## config.mk

```make
export PLATFORM = sky130hd
export DESIGN_NAME = dram_init_seq
export DESIGN_NICKNAME = d
export VERILOG_FILES = /design/src/rtl/dram_init_pkg.sv /design/src/rtl/init_wait_timer.sv /design/src/rtl/init_cmd_encoder.sv /design/src/rtl/dram_init_seq.sv
export SDC_FILE = /design/constraint.sdc
export NUM_CORES = 1
export LEC_CHECK = 0
export ABC_AREA = 1
export CORE_UTILIZATION = 50
export CTS_CLUSTER_DIAMETER = 30
export DETAILED_ROUTE_END_ITERATION = 8
export DONT_BUFFER_PORTS = 1
export PLACE_DENSITY = 0.69
export SLEW_MARGIN = 20
export SYNTH_ARGS = -nofsm -noshare
export SYNTH_HDL_FRONTEND = slang
export SYNTH_SLANG_ARGS = --single-unit
```

## constraint.sdc

```tcl
create_clock -name clk -period 2.7 [get_ports clk]
set_clock_uncertainty 0.2 [all_clocks]
set_input_delay 0.135 -clock clk [delete_from_list [all_inputs] [get_ports clk]]
set_output_delay 0.135 -clock clk [all_outputs]
set_load 0.03 [all_outputs]
```

## src/rtl/dram_init_pkg.sv

```systemverilog
package dram_init_pkg;

  typedef enum logic [4:0] {
    ST_IDLE, ST_PWR, ST_STAB, ST_RST_RISE, ST_CKE_UP,
    ST_PREA1, ST_W_RP1, ST_EMRS, ST_W_MRD, ST_MRS, ST_W_DLL,
    ST_PREA2, ST_W_RP2, ST_REF1, ST_W_RFC1, ST_REF2, ST_W_RFC2, ST_DONE
  } init_state_e;

  typedef enum logic [2:0] {
    K_DESEL, K_NOP, K_PREA, K_EMRS, K_MRS, K_REF
  } cmd_kind_e;

  // {cs_n, ras_n, cas_n, we_n}
  localparam logic [3:0] ENC_MODE  = 4'b0000;
  localparam logic [3:0] ENC_PRE   = 4'b0010;
  localparam logic [3:0] ENC_REF   = 4'b0001;
  localparam logic [3:0] ENC_NOP   = 4'b0111;
  localparam logic [3:0] ENC_DESEL = 4'b1111;

endpackage

```

## src/rtl/init_wait_timer.sv

```systemverilog
module init_wait_timer #(
  parameter int CW = 8
) (
  input  logic          clk,
  input  logic          rst,
  input  logic          load_i,
  input  logic [CW-1:0] load_val_i,
  output logic          expired_o
);

  logic [CW-1:0] cnt_q;

  always_ff @(posedge clk) begin
    if (rst)                cnt_q <= '0;
    else if (load_i)        cnt_q <= load_val_i;
    else if (cnt_q != '0)   cnt_q <= cnt_q - 1'b1;
  end

  assign expired_o = (cnt_q == '0);

  AST_TMR_HOLD_ZERO: assert property (@(posedge clk) disable iff (rst)
    (!load_i && cnt_q == '0) |=> (cnt_q == '0));

  AST_TMR_COUNT_DOWN: assert property (@(posedge clk) disable iff (rst)
    (!load_i && cnt_q != '0) |=> (cnt_q == $past(cnt_q) - 1'b1));

endmodule

```

## src/rtl/init_cmd_encoder.sv

```systemverilog
module init_cmd_encoder
  import dram_init_pkg::*;
#(
  parameter int AW             = 12,
  parameter int BAW            = 2,
  parameter int AP_BIT         = 8,
  parameter int MR_DLL_RST_BIT = 8,
  parameter int EXT_DLL_BIT    = 6,
  parameter bit EXT_DLL_ON     = 1'b0
) (
  input  logic           clk,
  input  logic           rst,
  input  cmd_kind_e      kind_i,
  input  logic           rst_pin_d_i,
  input  logic           cke_d_i,
  input  logic           done_d_i,
  input  logic [AW-1:0]  mode_word_i,
  input  logic [AW-1:0]  ext_word_i,
  output logic           dram_rst_n_o,
  output logic           cke_o,
  output logic           cs_n_o,
  output logic           ras_n_o,
  output logic           cas_n_o,
  output logic           we_n_o,
  output logic [BAW-1:0] ba_o,
  output logic [AW-1:0]  addr_o,
  output logic           done_o
);

  logic [3:0]     enc_d;
  logic [BAW-1:0] ba_d;
  logic [AW-1:0]  addr_d;

  always_comb begin
    enc_d  = ENC_NOP;
    ba_d   = '0;
    addr_d = '0;
    case (kind_i)
      K_DESEL: enc_d = ENC_DESEL;
      K_NOP:   enc_d = ENC_NOP;
      K_PREA: begin
        enc_d          = ENC_PRE;
        addr_d[AP_BIT] = 1'b1;
      end
      K_EMRS: begin
        enc_d               = ENC_MODE;
        ba_d                = BAW'(1);
        addr_d              = ext_word_i;
        addr_d[EXT_DLL_BIT] = EXT_DLL_ON;
      end
      K_MRS: begin
        enc_d                  = ENC_MODE;
        addr_d                 = mode_word_i;
        addr_d[MR_DLL_RST_BIT] = 1'b1;
      end
      K_REF:   enc_d = ENC_REF;
      default: enc_d = ENC_NOP;
    endcase
  end

  always_ff @(posedge clk) begin
    if (rst) begin
      dram_rst_n_o <= 1'b0;
      cke_o        <= 1'b0;
      {cs_n_o, ras_n_o, cas_n_o, we_n_o} <= ENC_DESEL;
      ba_o         <= '0;
      addr_o       <= '0;
      done_o       <= 1'b0;
    end else begin
      dram_rst_n_o <= rst_pin_d_i;
      cke_o        <= cke_d_i;
      {cs_n_o, ras_n_o, cas_n_o, we_n_o} <= enc_d;
      ba_o         <= ba_d;
      addr_o       <= addr_d;
      done_o       <= done_d_i;
    end
  end

  AST_DONE_QUIET_BUS: assert property (@(posedge clk) disable iff (rst)
    done_o |-> (!cs_n_o && ras_n_o && cas_n_o && we_n_o && cke_o));

endmodule

```

## src/rtl/dram_init_seq.sv

```systemverilog
module dram_init_seq
  import dram_init_pkg::*;
#(
  parameter int AW             = 12,
  parameter int BAW            = 2,
  parameter int T_PWR          = 10000,
  parameter int T_STAB         = 20000,
  parameter int T_RP           = 2,
  parameter int T_MRD          = 2,
  parameter int T_RFC          = 8,
  parameter int T_DLL          = 20000,
  parameter int AP_BIT         = 8,
  parameter int MR_DLL_RST_BIT = 8,
  parameter int EXT_DLL_BIT    = 6,
  parameter bit EXT_DLL_ON     = 1'b0
) (
  input  logic           clk,
  input  logic           rst,
  input  logic           start_i,
  input  logic           term_sel_i,
  input  logic [AW-1:0]  mode_word_i,
  input  logic [AW-1:0]  ext_word_i,
  output logic           dram_rst_n_o,
  output logic           cke_o,
  output logic           cs_n_o,
  output logic           ras_n_o,
  output logic           cas_n_o,
  output logic           we_n_o,
  output logic [BAW-1:0] ba_o,
  output logic [AW-1:0]  addr_o,
  output logic           done_o
);

  localparam int M_A  = (T_PWR > T_STAB) ? T_PWR : T_STAB;
  localparam int M_B  = (T_RP > T_MRD) ? T_RP : T_MRD;
  localparam int M_C  = (T_RFC > T_DLL) ? T_RFC : T_DLL;
  localparam int M_AB = (M_A > M_B) ? M_A : M_B;
  localparam int MAXW = (M_AB > M_C) ? M_AB : M_C;
  localparam int CW   = $clog2(MAXW + 1);

  init_state_e   state_q, state_d;
  logic          load;
  logic [CW-1:0] load_val;
  logic          expired;
  logic          term_q;
  logic [AW-1:0] mode_q, ext_q;
  cmd_kind_e     kind_d;
  logic          rst_pin_d, cke_d, done_d;

  init_wait_timer #(.CW(CW)) u_timer (
    .clk       (clk),
    .rst       (rst),
    .load_i    (load),
    .load_val_i(load_val),
    .expired_o (expired)
  );

  always_comb begin
    state_d  = state_q;
    load     = 1'b0;
    load_val = '0;
    case (state_q)
      ST_IDLE:     if (start_i) begin
                     state_d = ST_PWR;  load = 1'b1; load_val = CW'(T_PWR - 1);
                   end
      ST_PWR:      if (expired) begin
                     state_d = ST_STAB; load = 1'b1; load_val = CW'(T_STAB - 1);
                   end
      ST_STAB:     if (expired) state_d = ST_RST_RISE;
      ST_RST_RISE: state_d = ST_CKE_UP;
      ST_CKE_UP:   state_d = ST_PREA1;
      ST_PREA1:    begin state_d = ST_W_RP1;  load = 1'b1; load_val = CW'(T_RP - 1);  end
      ST_W_RP1:    if (expired) state_d = ST_EMRS;
      ST_EMRS:     begin state_d = ST_W_MRD;  load = 1'b1; load_val = CW'(T_MRD - 1); end
      ST_W_MRD:    if (expired) state_d = ST_MRS;
      ST_MRS:      begin state_d = ST_W_DLL;  load = 1'b1; load_val = CW'(T_DLL - 1); end
      ST_W_DLL:    if (expired) state_d = ST_PREA2;
      ST_PREA2:    begin state_d = ST_W_RP2;  load = 1'b1; load_val = CW'(T_RP - 1);  end
      ST_W_RP2:    if (expired) state_d = ST_REF1;
      ST_REF1:     begin state_d = ST_W_RFC1; load = 1'b1; load_val = CW'(T_RFC - 1); end
      ST_W_RFC1:   if (expired) state_d = ST_REF2;
      ST_REF2:     begin state_d = ST_W_RFC2; load = 1'b1; load_val = CW'(T_RFC - 1); end
      ST_W_RFC2:   if (expired) state_d = ST_DONE;
      ST_DONE:     state_d = ST_DONE;
      default:     state_d = ST_IDLE;
    endcase
  end

  always_ff @(posedge clk) begin
    if (rst) begin
      state_q <= ST_IDLE;
      term_q  <= 1'b0;
      mode_q  <= '0;
      ext_q   <= '0;
    end else begin
      state_q <= state_d;
      if (state_q == ST_IDLE && start_i) begin
        term_q <= term_sel_i;
        mode_q <= mode_word_i;
        ext_q  <= ext_word_i;
      end
    end
  end

  // Pin intent for the state being entered; registered in the encoder.
  always_comb begin
    kind_d    = K_NOP;
    rst_pin_d = 1'b1;
    cke_d     = 1'b1;
    done_d    = (state_d == ST_DONE);
    case (state_d)
      ST_IDLE, ST_PWR: begin kind_d = K_DESEL; rst_pin_d = 1'b0; cke_d = 1'b0;   end
      ST_STAB:         begin kind_d = K_DESEL; rst_pin_d = 1'b0; cke_d = term_q; end
      ST_RST_RISE:     cke_d  = term_q;
      ST_PREA1, ST_PREA2: kind_d = K_PREA;
      ST_EMRS:         kind_d = K_EMRS;
      ST_MRS:          kind_d = K_MRS;
      ST_REF1, ST_REF2: kind_d = K_REF;
      default:         kind_d = K_NOP;
    endcase
  end

  init_cmd_encoder #(
    .AW(AW), .BAW(BAW), .AP_BIT(AP_BIT), .MR_DLL_RST_BIT(MR_DLL_RST_BIT),
    .EXT_DLL_BIT(EXT_DLL_BIT), .EXT_DLL_ON(EXT_DLL_ON)
  ) u_enc (
    .clk         (clk),
    .rst         (rst),
    .kind_i      (kind_d),
    .rst_pin_d_i (rst_pin_d),
    .cke_d_i     (cke_d),
    .done_d_i    (done_d),
    .mode_word_i (mode_q),
    .ext_word_i  (ext_q),
    .dram_rst_n_o(dram_rst_n_o),
    .cke_o       (cke_o),
    .cs_n_o      (cs_n_o),
    .ras_n_o     (ras_n_o),
    .cas_n_o     (cas_n_o),
    .we_n_o      (we_n_o),
    .ba_o        (ba_o),
    .addr_o      (addr_o),
    .done_o      (done_o)
  );

  AST_IDLE_PINS_LOW: assert property (@(posedge clk) disable iff (rst)
    (state_q == ST_IDLE) |-> (!dram_rst_n_o && !cke_o && cs_n_o && !done_o));

  AST_PWR_HOLD_LOW: assert property (@(posedge clk) disable iff (rst)
    (state_q == ST_PWR) |-> (!dram_rst_n_o && !cke_o && cs_n_o));

  AST_STRAP_AT_RISE: assert property (@(posedge clk) disable iff (rst)
    $rose(dram_rst_n_o) |-> (cke_o == term_q));

  AST_CMD_LIVE: assert property (@(posedge clk) disable iff (rst)
    (!cs_n_o && !(ras_n_o && cas_n_o && we_n_o)) |-> (cke_o && dram_rst_n_o));

  AST_CMD_SPACED: assert property (@(posedge clk) disable iff (rst)
    (!cs_n_o && !(ras_n_o && cas_n_o && we_n_o)) |=> (ras_n_o && cas_n_o && we_n_o));

  AST_DONE_STICKY: assert property (@(posedge clk) disable iff (rst)
    done_o |=> done_o);

  AST_START_IGNORED: assert property (@(posedge clk) disable iff (rst)
    (state_q != ST_IDLE && start_i) |=> (state_q != ST_IDLE));

endmodule

```

== Yosys cells after proc, flatten, opt, wreduce, memory -nomap -nowiden ==
Cells that the tools add are included.

* Bits in registers: 66
* Word-level logic and storage cells: 89
* Output and inout port bits: 21
* Bits of input ports: 28

* Reductions and logical operators: 17
* Add/sub/neg operators: 1
* Muxes and demuxes: 26
* Equal/unequal tests: 31

{| class="wikitable"
|+ Operators with widths
! cell !! number
|-
| one-hot mux 5 bit (18 select lines) || 1
|-
| one-hot mux 15 bit (5 select lines) || 1
|-
| equality test 5 x 4 -> 1 bit, second input constant || 12
|-
| two-way mux 15 bit || 3
|-
| two-way mux 5 bit || 9
|-
| equality test 5 x 3 -> 1 bit, second input constant || 6
|-
| equality test 5 x 2 -> 1 bit, second input constant || 4
|-
| one-hot mux 4 bit (4 select lines) || 1
|-
| one-hot mux 8 bit (2 select lines) || 1
|-
| equality test 5 bit, second input constant || 3
|-
| zero test 15 bit || 1
|-
| one-hot mux 3 bit (5 select lines) || 1
|-
| nonzero test 15 bit || 1
|-
| subtractor 15 x 1 -> 15 bit, second input constant || 1
|-
| two-way mux 14 bit || 1
|-
| OR reduction 2 bit || 7
|-
| equality test 5 x 1 -> 1 bit, second input constant || 2
|-
| zero test 5 bit || 2
|-
| equality test 3 x 2 -> 1 bit, second input constant || 2
|-
| equality test 3 bit, second input constant || 2
|-
| one-hot mux 3 bit (2 select lines) || 1
|-
| OR reduction 3 bit || 2
|-
| OR reduction 6 bit || 1
|-
| two-way mux 1 bit || 4
|-
| 5 further kinds || 6
|}

== Depth between registers and ports, before layout ==
* Word-level depth: 9
* Depth in mapped cells: 16
* Gate-level depth less buffers: 15

== Cells and area by module ==
Synthesis repeated with hierarchy kept, for this count alone.

* Cell total of the unflattened synthesis: 451
* Area, all modules: 3145.5 µm²

{| class="wikitable"
|+ Modules (own cells, without submodules)
! module !! sequential area each (µm²) !! instances !! area each (µm²) !! cells each
|-
| dram_init_seq || 600.6 || 1 || 1478.9 || 219
|-
| init_wait_timer || 300.3 || 1 || 952.2 || 144
|-
| init_cmd_encoder || 400.4 || 1 || 714.4 || 88
|}

== Worst setup path after synthesis ==
No wires, ideal clock.

* Path type: flip-flop to flip-flop
* Start point: reg u_timer.cnt_q[0]
* End point: reg u_enc.addr_o[0]
* Required time: 2.391 ns
* Cell stages (with the launch flop): 16
* Setup slack: 0.682 ns
* Library setup time: 0.109 ns
* Path buffers: 0
* Period minus slack after synthesis: 2.018 ns
* Arrival: 1.709 ns
* Path through: dfxtp_1 inv_1 ha_1 nand2_2 nor2_2 nand2_2 nand2_2 nand2_2 nand3_2 nand3_2 nand2_2 inv_2 nand3_2 nand2_4 nand2_1 inv_1

* Word-level cells in the longest chain between the ends: 8
* Elaborated cells between the ends (all ways): 26
* Those cells by class: eq/ne (10); mux (11); reduce/logical (5)

{| class="wikitable"
|+ Ends and longest elaborated chain
! what !! line !! text
|-
| from (decl) || init_wait_timer.sv:11 || <nowiki>logic [CW-1:0] cnt_q;</nowiki>
|-
| from (signal assigned) || init_wait_timer.sv:15 || <nowiki>else if (load_i) cnt_q <= load_val_i;</nowiki>
|-
| from (signal assigned) || init_wait_timer.sv:16 || <nowiki>else if (cnt_q != '0) cnt_q <= cnt_q - 1'b1;</nowiki>
|-
| zero test 15 bit (*) || init_wait_timer.sv:19 || <nowiki>assign expired_o = (cnt_q == '0);</nowiki>
|-
| two-way mux 5 bit (tied with other cells) || dram_init_seq.sv:83 || <nowiki>ST_W_RFC2: if (expired) state_d = ST_DONE;</nowiki>
|-
| one-hot mux 5 bit (18 select lines) (*) || dram_init_seq.sv:62 || <nowiki>case (state_q)</nowiki>
|-
| equality test 5 x 2 -> 1 bit (tied with other cells) || dram_init_seq.sv:111 || <nowiki>case (state_d)</nowiki>
|-
| OR reduction 3 bit (no source line) / OR reduction 2 bit (equally long branches) || - ||
|-
| one-hot mux 3 bit (5 select lines) (*) || dram_init_seq.sv:111 ||
|-
| equality test 3 bit / equality test 3 x 2 -> 1 bit (equally long branches) || init_cmd_encoder.sv:38 || <nowiki>case (kind_i)</nowiki>
|-
| one-hot mux 8 bit (2 select lines) (*) || init_cmd_encoder.sv:38 ||
|-
| to (signal assigned) || init_cmd_encoder.sv:74 || <nowiki>addr_o <= addr_d;</nowiki>
|-
| to (decl) || init_cmd_encoder.sv:26 || <nowiki>output logic [AW-1:0] addr_o,</nowiki>
|}

Mark *: on every way between the ends. The rest lies on a longest branch, timed or not.
A chain may end at the register's enable or synchronous reset.

== Worst setup path in the final report ==
* Start point: reg u_timer.cnt_q[0]
* End point: reg u_enc.addr_o[2]

The elaborated chain is that of the path after synthesis.

==> results.tsv <==
stage	metric	value	unit
global_route	first-pass GRT wire length	11000	um
logic_synthesis	ys async rst share	0	%
finish	most frequent cells in the layout	nor2_1, nand2_1, dfxtp_1	
sta	Setup TNS Final	0	ns
floorplan	Die ar.	5970	um2
critical_path	R2R Setup Slk	0.33	ns
power	VDD IR max	0.614	mV
logic_synthesis	Synth Area per Inst	7.15	um2
finish	Final Instance Count excl. Fillers	500	
global_route	vias in the first global route	2495	
detailed_routing	Vias	2542	
sta	Min Clock Period, post-route	2.37	ns
critical_path	CP Capture Type	flip-flop	
detailed_routing	DR DRC count	0	
power	pwr/cell area	740	nW/um2
placement	routability cong.	0.864	
clock_network	clk slew on worst S/H paths	0.06	ns
logic_synthesis	Gate Count Post-Synth	396	
critical_path	largest delay contributor family on the critical path	simple AND/OR/NAND/NOR gates	
logic_synthesis	Post-synth EDFFs	0	
detailed_routing	post-route ant nets	0	
power	Comb pwr share	20.7	%
floorplan	Core Region	5470	um2
floorplan	Initial Util	51.8	%
floorplan	# IOs	49	
critical_path	CP startpoint	u_timer.cnt_q[0]	
logic_synthesis	synth unique cells	33	
power	Psw	724	uW
finish	most common cell after layout, fill and taps aside	nor2_1	
critical_path	Buf+Inv Stages, Crit Path	3	
critical_path	critical-path cell list	inv_1, ha_1, nand2_2, nor2_2, nand2_2, nand2_2, nand2_2, nand3_2, nand3_1, nand2_2, inv_2, nand3_2, nand2_4, nand2_1, inv_1	
global_route	GRT Overall Usage	23.5	%
critical_path	critical path's slowest cell	dfxtp_1	
floorplan	chip height	77.3	um
global_route	global route overflow	0	
placement	# placed instances	460	
clock_network	CTS max path bufs	2	
detailed_routing	WL per Instance	12.9	um
floorplan	cell row count	27	
outcome	status	finished, final reports clean	
power	LEAKAGE	1.61	nW
detailed_routing	vias per cell	5.08	
hold_path	Hold WC Path Type	flip-flop to flip-flop	
global_route	initial antenna violation count	0	
sta	hold slack	0.241	ns
sta	unrepaired setup endpoints after global routing	false	
critical_path	CP dominant cell by count	nand2_2	
critical_path	Setup CP Type	flip-flop to flip-flop	
global_route	pin count of the biggest net entering global routing	26	
critical_path	worst-path fanout max	10	
logic_synthesis	Post-Syn Nets	425	
detailed_routing	Starting DRT DRC Count	138	
power	Sequential Power Share	44.0	%
logic_synthesis	Post-synth top flop	dfxtp_1	
flow_run	Max Cap Viol	0	
sta	endpoints failing hold	0	
power	clock share of power	35.3	%
clock_network	CTS buffer count	9	
power	P_int	1.76	mW
sta	Final setup violation count	0	
critical_path	reg2reg path depth	15	
critical_path	Worst Setup EP	u_enc.addr_o[2]	
sta	Final period util	87.8	%
clock_network	clock root buffer	clkbuf_8	
logic_synthesis	synth warn	0	
sta	Relative slew margins	49.5	%
detailed_routing	routed wire length	6430	um
placement	post-DP HPWL	4220	um
finish	Inserted Diodes	0	
clock_network	CTS tree	yes	
finish	share of cells above drive strength 1	11.2	%
critical_path	reg2reg end	u_enc.addr_o[2]	
critical_path	Startpoint Class	flip-flop	
logic_synthesis	#FFs+latches synth	63	
clock_network	H-tree Lvls	3	
critical_path	Worst Path Required	2.73	ns
logic_synthesis	register area share after synthesis	44.5	%
sta	Max Clock Freq	422	MHz
finish	Area growth syn-to-layout	18.4	%
sta	Slew @ Worst Pin	0.756	ns
placement	number of buffers added on ports	0	
critical_path	RR Startpoint	u_timer.cnt_q[0]	
clock_network	Clock Sinks	63	
detailed_routing	TritonRoute pass-1 iters	5	
power	sw frac	29.2	%
sta	Max Slew Vio Count	0	
floorplan	Die Wd	77.3	um
critical_path	Critical Path Stages	15	
critical_path	data arrival time of the worst path	2.40	ns
critical_path	slowest stage delay, CP	0.30	ns
clock_network	# Post-CTS Setup Buffers	0	
finish	layout net count	453	
clock_network	clk_lat worst skew	0.34	ns
logic_synthesis	Synth Cell Area	2830	um2
## layout make-up
| cell class | instances | area, um2 |
|---|---|---|
| well taps | 72 | 90.1 |
| multi-input cells | 275 | 1340 |
| flip-flops and latches | 63 | 1260 |
| repair buffers | 28 | 273 |
| clock buffers | 11 | 141 |
| fillers | 503 | 2120 |
| clock inverters | 4 | 70.1 |
| inverters | 47 | 176 |
## power groups by stage
| stage | Combinational (mW) | Sequential, mW | Clock (mW) |
|---|---|---|---|
| global route | 0.584 | 1.10 | 0.936 |
| finish | 0.513 | 1.09 | 0.875 |
| CTS | 0.512 | 1.09 | 0.898 |
| detailed placement | 0.474 | 1.11 | 0 |
| global placement | 0.465 | 1.11 | 0 |
| floorplan | 0.400 | 1.10 | 0 |
## synth_stat cells, types with 2 or more instances
| cell type | n | share of area [%] |
|---|---|---|
| inv_1 | 38 | 5.0 |
| nand3_2 | 4 | 1.4 |
| nor2_4 | 3 | 1.2 |
| clkbuf_1 | 7 | 0.93 |
| xor2_1 | 6 | 1.9 |
| a21oi_1 | 20 | 3.5 |
| nand4_1 | 3 | 0.66 |
| dfxtp_1 | 63 | 45 |
| o21ai_0 | 28 | 4.9 |
| nand2_1 | 73 | 9.7 |
| a31oi_1 | 2 | 0.44 |
| nor3_1 | 7 | 1.2 |
| nor2_2 | 3 | 0.66 |
| nand3_1 | 22 | 3.9 |
| inv_2 | 9 | 1.2 |
| nand2_2 | 8 | 1.8 |
| xnor2_1 | 4 | 1.2 |
| nor4_1 | 2 | 0.44 |
| nor2_1 | 78 | 10 |
| a2111oi_0 | 3 | 0.93 |
## per-layer routing
| metal | wire (um) | track usage [%] | part of all wire, % | up-vias |
|---|---|---|---|---|
| met5 | 0 | 0 | 0 | - |
| met4 | 135 | 11.7 | 2.1 | 0 |
| met3 | 292 | 7.38 | 4.5 | 14 |
| met2 | 3060 | 38.1 | 48 | 62 |
| met1 | 2950 | 27.9 | 46 | 1155 |
| li1 | - | - | - | 1311 |
## worst min-delay path by stage
stage,to,from,cells after the start,slack (ns)
floorplan,state_q[1],rst,1,0.02
global placement,u_timer.cnt_q[13],rst,1,0.01
detailed placement,state_q[0],rst,1,0.01
CTS,u_enc.addr_o[6],mode_q[6],2,0.25
global route,u_enc.addr_o[6],mode_q[6],2,0.27
finish,u_enc.addr_o[6],mode_q[6],2,0.24
## cell families after synthesis
group / after synthesis / share of synthesized area (%)
compound gates: 58 / 11.4
flops: 63 / 44.5
other cells: 1 / 0.132
fa+ha+maj: 1 / 0.442
simple gates: 205 / 32.2
xor+xnor: 10 / 3.09
buf+inv: 58 / 8.13
## through the flow
step	instance area [um2]	util [%]	setup slack [ns]	total power, mW
final	3350	61.3	0.329	2.48
after floorplan	2830	-	0.682	1.50
after global placement	2890	52.8	0.383	1.57
after global routing	3350	61.3	0.135	2.63
after CTS	3350	61.3	0.327	2.50
after detailed placement	2890	52.8	0.361	1.59
## state kept, by name (all words and copies together) (netlist names), 5 cells and up
| signal | cells |
|---|---|
| state_q | 5 |
| ext_q | 11 |
| u_enc.addr_o | 12 |
| u_timer.cnt_q | 15 |
| mode_q | 11 |
## worst min-delay path, cell delays in order (launching register included)
cell,delay [ns]
dfxtp_1,0.30
inv_1,0.06
nor2_1,0.04
## what timing repair did
action | in CTS | in global routing
hold buffers | 25 | 0
hold endpoints to repair | 43 | 0
resized for setup | 0 | 0
(Power assumes the default switching activity.)
